[src/rtl/tpv_pkg.sv]
package tpv_pkg;
  typedef enum logic [1:0] {
    VERDICT_NONE = 2'd0,
    VERDICT_PASS = 2'd1,
    VERDICT_FAIL = 2'd2
  } verdict_e;
endpackage

[src/rtl/tpv_seq_ctrl.sv]
module tpv_seq_ctrl #(
  parameter int NUM_WORDS = 4,
  localparam int IDX_W = (NUM_WORDS > 1) ? $clog2(NUM_WORDS) : 1
) (
  input  logic             clk_i,
  input  logic             rst_ni,
  input  logic             en_i,
  input  logic             valid_i,
  output logic [IDX_W-1:0] idx_o,
  output logic             first_o,
  output logic             last_o
);
  localparam logic [IDX_W-1:0] LAST_IDX = IDX_W'(NUM_WORDS - 1);

  logic [IDX_W-1:0] idx_q;

  always_ff @(posedge clk_i or negedge rst_ni) begin
    if (!rst_ni)       idx_q <= '0;
    else if (!en_i)    idx_q <= '0;
    else if (valid_i)  idx_q <= (idx_q == LAST_IDX) ? '0 : idx_q + IDX_W'(1);
  end

  assign idx_o   = idx_q;
  assign first_o = (idx_q == '0);
  assign last_o  = (idx_q == LAST_IDX);


  idx_range_chk: assert property (@(posedge clk_i) disable iff (!rst_ni)
    idx_q <= LAST_IDX);


  idx_rearm_chk: assert property (@(posedge clk_i) disable iff (!rst_ni)
    !en_i |=> idx_q == '0);
endmodule

[src/rtl/tpv_data_chk.sv]
module tpv_data_chk #(
  parameter int WORD_W    = 8,
  parameter int NUM_WORDS = 4,
  parameter logic [NUM_WORDS*WORD_W-1:0] KEY_WORDS = '0,
  localparam int IDX_W = (NUM_WORDS > 1) ? $clog2(NUM_WORDS) : 1
) (
  input  logic              clk_i,
  input  logic              rst_ni,
  input  logic              en_i,
  input  logic              valid_i,
  input  logic [WORD_W-1:0] data_i,
  input  logic [IDX_W-1:0]  idx_i,
  input  logic              last_i,
  output logic              data_ok_o
);
  logic [WORD_W-1:0] key_arr [NUM_WORDS];

  for (genvar k = 0; k < NUM_WORDS; k++) begin : g_key
    assign key_arr[k] = KEY_WORDS[k*WORD_W +: WORD_W];
  end

  logic match;
  logic err_q;
  logic accept;

  assign accept = en_i & valid_i;
  assign match  = (data_i == key_arr[idx_i]);

  // sticky until the sequence ends or the enable drops
  always_ff @(posedge clk_i or negedge rst_ni) begin
    if (!rst_ni)      err_q <= 1'b0;
    else if (!en_i)   err_q <= 1'b0;
    else if (accept)  err_q <= last_i ? 1'b0 : (err_q | ~match);
  end

  assign data_ok_o = ~err_q & match;


  data_err_clear_chk: assert property (@(posedge clk_i) disable iff (!rst_ni)
    (accept && last_i) |=> !err_q);


  data_err_sticky_chk: assert property (@(posedge clk_i) disable iff (!rst_ni)
    (err_q && en_i && !(valid_i && last_i)) |=> err_q);
endmodule

[src/rtl/tpv_gap_chk.sv]
module tpv_gap_chk #(
  parameter int GAP_CYCLES = 8,
  localparam int CNT_W = $clog2(GAP_CYCLES + 2)
) (
  input  logic clk_i,
  input  logic rst_ni,
  input  logic en_i,
  input  logic valid_i,
  input  logic first_i,
  input  logic last_i,
  output logic gap_ok_o
);
  localparam logic [CNT_W-1:0] GAP_VAL = CNT_W'(GAP_CYCLES);
  localparam logic [CNT_W-1:0] SAT_VAL = CNT_W'(GAP_CYCLES + 1);

  logic [CNT_W-1:0] cnt_q;
  logic             terr_q;
  logic             hit;
  logic             accept;

  assign accept = en_i & valid_i;
  assign hit    = first_i | (cnt_q == GAP_VAL);

  always_ff @(posedge clk_i or negedge rst_ni) begin
    if (!rst_ni) begin
      cnt_q  <= '0;
      terr_q <= 1'b0;
    end else if (!en_i) begin
      cnt_q  <= '0;
      terr_q <= 1'b0;
    end else if (valid_i) begin
      cnt_q  <= '0;
      terr_q <= last_i ? 1'b0 : (terr_q | ~hit);
    end else if (cnt_q != SAT_VAL) begin
      cnt_q  <= cnt_q + CNT_W'(1);
    end
  end

  assign gap_ok_o = ~terr_q & hit;


  gap_cnt_sat_chk: assert property (@(posedge clk_i) disable iff (!rst_ni)
    cnt_q <= SAT_VAL);


  gap_restart_chk: assert property (@(posedge clk_i) disable iff (!rst_ni)
    accept |=> cnt_q == '0);


  gap_err_clear_chk: assert property (@(posedge clk_i) disable iff (!rst_ni)
    (accept && last_i) |=> !terr_q);
endmodule

[src/rtl/tpv_validator.sv]
module tpv_validator #(
  parameter int WORD_W     = 8,
  parameter int NUM_WORDS  = 4,
  parameter int GAP_CYCLES = 8,
  parameter logic [NUM_WORDS*WORD_W-1:0] KEY_WORDS = 32'hFBF9_B999
) (
  input  logic              clk_i,
  input  logic              rst_ni,
  input  logic              en_i,
  input  logic [WORD_W-1:0] data_i,
  input  logic              valid_i,
  output logic              pass_o,
  output logic              fail_o
);
  import tpv_pkg::*;

  localparam int IDX_W = (NUM_WORDS > 1) ? $clog2(NUM_WORDS) : 1;

  logic [IDX_W-1:0] idx;
  logic             first_w;
  logic             last_w;
  logic             data_ok;
  logic             gap_ok;
  logic             accept;
  verdict_e         res_q;

  assign accept = en_i & valid_i;

  tpv_seq_ctrl #(.NUM_WORDS(NUM_WORDS)) u_seq (
    .clk_i   (clk_i),
    .rst_ni  (rst_ni),
    .en_i    (en_i),
    .valid_i (valid_i),
    .idx_o   (idx),
    .first_o (first_w),
    .last_o  (last_w)
  );

  tpv_data_chk #(
    .WORD_W    (WORD_W),
    .NUM_WORDS (NUM_WORDS),
    .KEY_WORDS (KEY_WORDS)
  ) u_data (
    .clk_i     (clk_i),
    .rst_ni    (rst_ni),
    .en_i      (en_i),
    .valid_i   (valid_i),
    .data_i    (data_i),
    .idx_i     (idx),
    .last_i    (last_w),
    .data_ok_o (data_ok)
  );

  tpv_gap_chk #(.GAP_CYCLES(GAP_CYCLES)) u_gap (
    .clk_i    (clk_i),
    .rst_ni   (rst_ni),
    .en_i     (en_i),
    .valid_i  (valid_i),
    .first_i  (first_w),
    .last_i   (last_w),
    .gap_ok_o (gap_ok)
  );

  // both paths must agree on the final word
  always_ff @(posedge clk_i or negedge rst_ni) begin
    if (!rst_ni)                res_q <= VERDICT_NONE;
    else if (accept && last_w)  res_q <= (data_ok && gap_ok) ? VERDICT_PASS : VERDICT_FAIL;
    else                        res_q <= VERDICT_NONE;
  end

  assign pass_o = (res_q == VERDICT_PASS);
  assign fail_o = (res_q == VERDICT_FAIL);


  verdict_excl_chk: assert property (@(posedge clk_i) disable iff (!rst_ni)
    !(pass_o && fail_o));


  pass_single_chk: assert property (@(posedge clk_i) disable iff (!rst_ni)
    pass_o |=> !pass_o);


  fail_single_chk: assert property (@(posedge clk_i) disable iff (!rst_ni)
    fail_o |=> !fail_o);


  verdict_after_last_chk: assert property (@(posedge clk_i) disable iff (!rst_ni)
    (pass_o || fail_o) |-> $past(valid_i && en_i && last_w));


  disabled_quiet_chk: assert property (@(posedge clk_i) disable iff (!rst_ni)
    !en_i |=> !pass_o && !fail_o);
endmodule

[config.mk]
export PLATFORM = sky130hd
export DESIGN_NAME = tpv_validator
export DESIGN_NICKNAME = d
export VERILOG_FILES = /design/src/rtl/tpv_pkg.sv /design/src/rtl/tpv_seq_ctrl.sv /design/src/rtl/tpv_data_chk.sv /design/src/rtl/tpv_gap_chk.sv /design/src/rtl/tpv_validator.sv
export SDC_FILE = /design/constraint.sdc
export NUM_CORES = 1
export LEC_CHECK = 0
export ABC_CLOCK_PERIOD_IN_PS = 1750
export BUFFER_PORTS_ARGS = -buffer_cell sky130_fd_sc_hd__clkbuf_2
export CAP_MARGIN = 40
export CORE_MARGIN = 4
export CORE_UTILIZATION = 30
export DETAILED_ROUTE_END_ITERATION = 6
export GPL_ROUTABILITY_DRIVEN = 0
export PLACE_DENSITY = 0.62
export SYNTH_ARGS = -nofsm -noshare
export SYNTH_HDL_FRONTEND = slang
export SYNTH_SLANG_ARGS = --single-unit
[constraint.sdc]
create_clock -name clk_i -period 1.75 [get_ports clk_i]
set_clock_uncertainty 0.15 [all_clocks]
set_input_delay 0.35 -clock clk_i [delete_from_list [all_inputs] [get_ports clk_i]]
set_output_delay 0.35 -clock clk_i [all_outputs]
set_load 0.01 [all_outputs]
==> summary.txt <==
Clk root buf: clkbuf_4
Synthesis-stage register bit count: 10
Critical Path Sink Type: flop
Max clock buf depth: 2
Drt pass-1 iters: 4
WP data required: 1810 ps
CTS H-tree lvls: 1
Routed via count: 441
Register-to-register path setup slack: 260 ps
Yosys top cell area share: 43.7%
Layout cells sized above 1: 25.7%
Setup Fix Bufs, Post-CTS: 0
CTS tree: done
Power, Total: 538 µW
Number of max-cap violations: 0
Drt wl/cell: 10.6 µm
GRT overflow: 0
DR iter-0 viols: 14
Worst Path Max Fanout: 3
Core area: 1760 µm²
Largest net degree at the start of global routing: 11
Period utilization: 85.1%
Clock power frac: 39.0%
Fill cells: 181
Wirelength, routed: 1050 µm
Pwr per Cell Area: 751 nW/µm²
Via count of the first global-routing pass: 440
Overall die height: 51.7 µm
Register area share after synthesis: 43.7%
Sequential Area: 250 µm²
Die area: 2670 µm²
# port buffers: 13
Final Net Count: 92
Clk slew on worst S/H paths: 70 ps
Cell taking the most area after synthesis: dfrtp_1
Final Slew Violations: 0
Sw frac: 24.3%
Final min period: 1490 ps
Total track usage: 9.62%
Setup TNS: 0 ps
Initial antenna violation count: 0
Final hold vios: 0
CP Cell Sequence: inv_1 > ha_1 > xnor2_1 > nor4_2 > and4b_1
Worst slew margin: 81.9%
Area growth syn-to-layout: 24.9%
First-pass GRT wire length: 1840 µm
Area of the multi-input gates: 297 µm²
Routed Antenna Nets: 0
CP startpoint kind: flop
Most frequent cells in the layout: 13 x clkbuf_2, 10 x dfrtp_1, 7 x inv_1, 5 x ha_1, 4 x nor2_1
Synth area leaders: dfrtp_1 44%, ha_1 11%, inv_1 4.6%
Worst min path class: primary input to flop
Num ports: 14
TritonCTS Buffers: 3
F_max: 0.672 GHz
CP top delay family: simple AND/OR/NAND/NOR gates
Reg power frac: 46.9%
Status: completed
Commonest non-fill, non-tap cell in the layout: clkbuf_2
CP Class: flop to flop
Syn Inst Count: 56
Syn Nets: 73
Row count: 15
Slew at the pin closest to its max-slew limit: 269 ps
CP peak stage delay: 380 ps
Synth unique cells: 22
Max IR drop VDD: 0.456 mV
CTS Sinks: 10
Initial core utilization: 32.5%
DP HPWL: 837 µm
DRC Markers: 0
Avg Cell Area, Syn: 10.2 µm²
Power Internal: 407 µW
Cell Area, Synth: 573 µm²
Worst-Skew Late Latency: 270 ps
Combinational Power Share: 14.1%
CP max-delay cell: dfrtp_1
Leakage power: 0.359 nW
RSZ-0062 raised after global routing: no
Synth warn: 0
Sw Pwr: 131 µW
Final setup violation count: 0
CTS resizes: 0
Die X: 51.7 µm
Via/cell ratio: 4.45
Diodes inserted: 0
Crit path DAT: 1550 ps
Buf/Inv on CP: 1
worst register-to-register path, stage by stage, from the launching register on:
cell	delay (ps)
dfrtp_1	380
inv_1	60
ha_1	210
xnor2_1	140
nor4_2	270
and4b_1	230
layer usage:
metal	wire (µm)	share of wire [%]	vias up	track usage (%)
li1	-	-	222	-
met1	475	45	203	12.3
met2	477	46	14	14.0
met3	90	8.6	2	6.02
met4	6	0.57	0	1.31
met5	0	0	-	0
registers in the layout (all words and copies together), names as in the netlist:
register	count
u_gap.cnt_q	4
res_q	2
u_gap.terr_q	1
u_seq.idx_o	2
u_data.err_q	1
repair_timing:
item,in CTS,in global routing
setup endpoints to repair,0,0
hold buffers,1,0
hold endpoints to repair,10,0
cell usage after synthesis, drive strengths merged:
master / number
o2bb2ai: 1
a21oi: 1
a31o: 1
nand3b: 2
inv: 7
nand2: 3
ha: 5
a31oi: 1
dfrtp: 10
o22a: 1
o21ai: 1
nand3: 3
xnor2: 2
mux2i: 2
nand4bb: 1
and2: 1
nor2b: 3
xor2: 3
nor2: 4
nand2b: 2
and4b: 1
nor4: 1
path summary, 6_finish.rpt:
check | from | to | cells after the start
max | u_seq.idx_o[0]$_DFFE_PN0P_ | res_q[0]$_DFF_PN0_ | 5
min | en_i | u_seq.idx_o[1]$_DFFE_PN0P_ | 2
max reg2reg | u_seq.idx_o[0]$_DFFE_PN0P_ | res_q[0]$_DFF_PN0_ | 5
min reg2reg | u_gap.terr_q$_DFFE_PN0P_ | u_gap.terr_q$_DFFE_PN0P_ | 1
max in group asynchronous | rst_ni | u_gap.cnt_q[0]$_DFFE_PN0P_ | 2
min in group asynchronous | rst_ni | u_gap.cnt_q[3]$_DFFE_PN0P_ | 2
metrics by stage:
stage | setup WS, ps | instances | hold slack, ps | instance area (µm²) | util (%)
2_1_floorplan | 336 | 56 | -95.6 | 573 | -
3_3_place_gp | 279 | 94 | 81.8 | 669 | 37.9
3_5_place_dp | 252 | 94 | 85.0 | 669 | 37.9
4_1_cts | 240 | 99 | 211 | 716 | 40.6
5_1_grt | 141 | 99 | 243 | 716 | 40.6
6_report | 261 | 99 | 220 | 716 | 40.6
power by group through the flow:
stage	Sequential (mW)	Clock (mW)	Combinational, mW
after floorplan	0.255	0	0.0476
after global placement	0.256	0	0.0741
after detailed placement	0.257	0	0.0749
after CTS	0.252	0.217	0.0777
after global routing	0.254	0.231	0.0888
final	0.252	0.210	0.0757
cell families (layout without fill, tap and decap cells):
group	Yosys count	in the layout	share of synthesized area (%)
buf+inv	7	25	4.59
simple gates	21	21	22.3
xor+xnor	5	5	7.64
mux	2	2	3.49
fa+ha+maj	5	5	10.9
compound gates	6	6	7.42
flops	10	10	43.7
layout make-up:
type	count	share of cell area [%]
inverter	7	3.67
clock buffer	4	5.07
multi-input combinational	39	41.4
sequential	10	35.0
tap	25	4.37
timing repair buffer	14	10.5
Power figures use the tool's default switching activity.
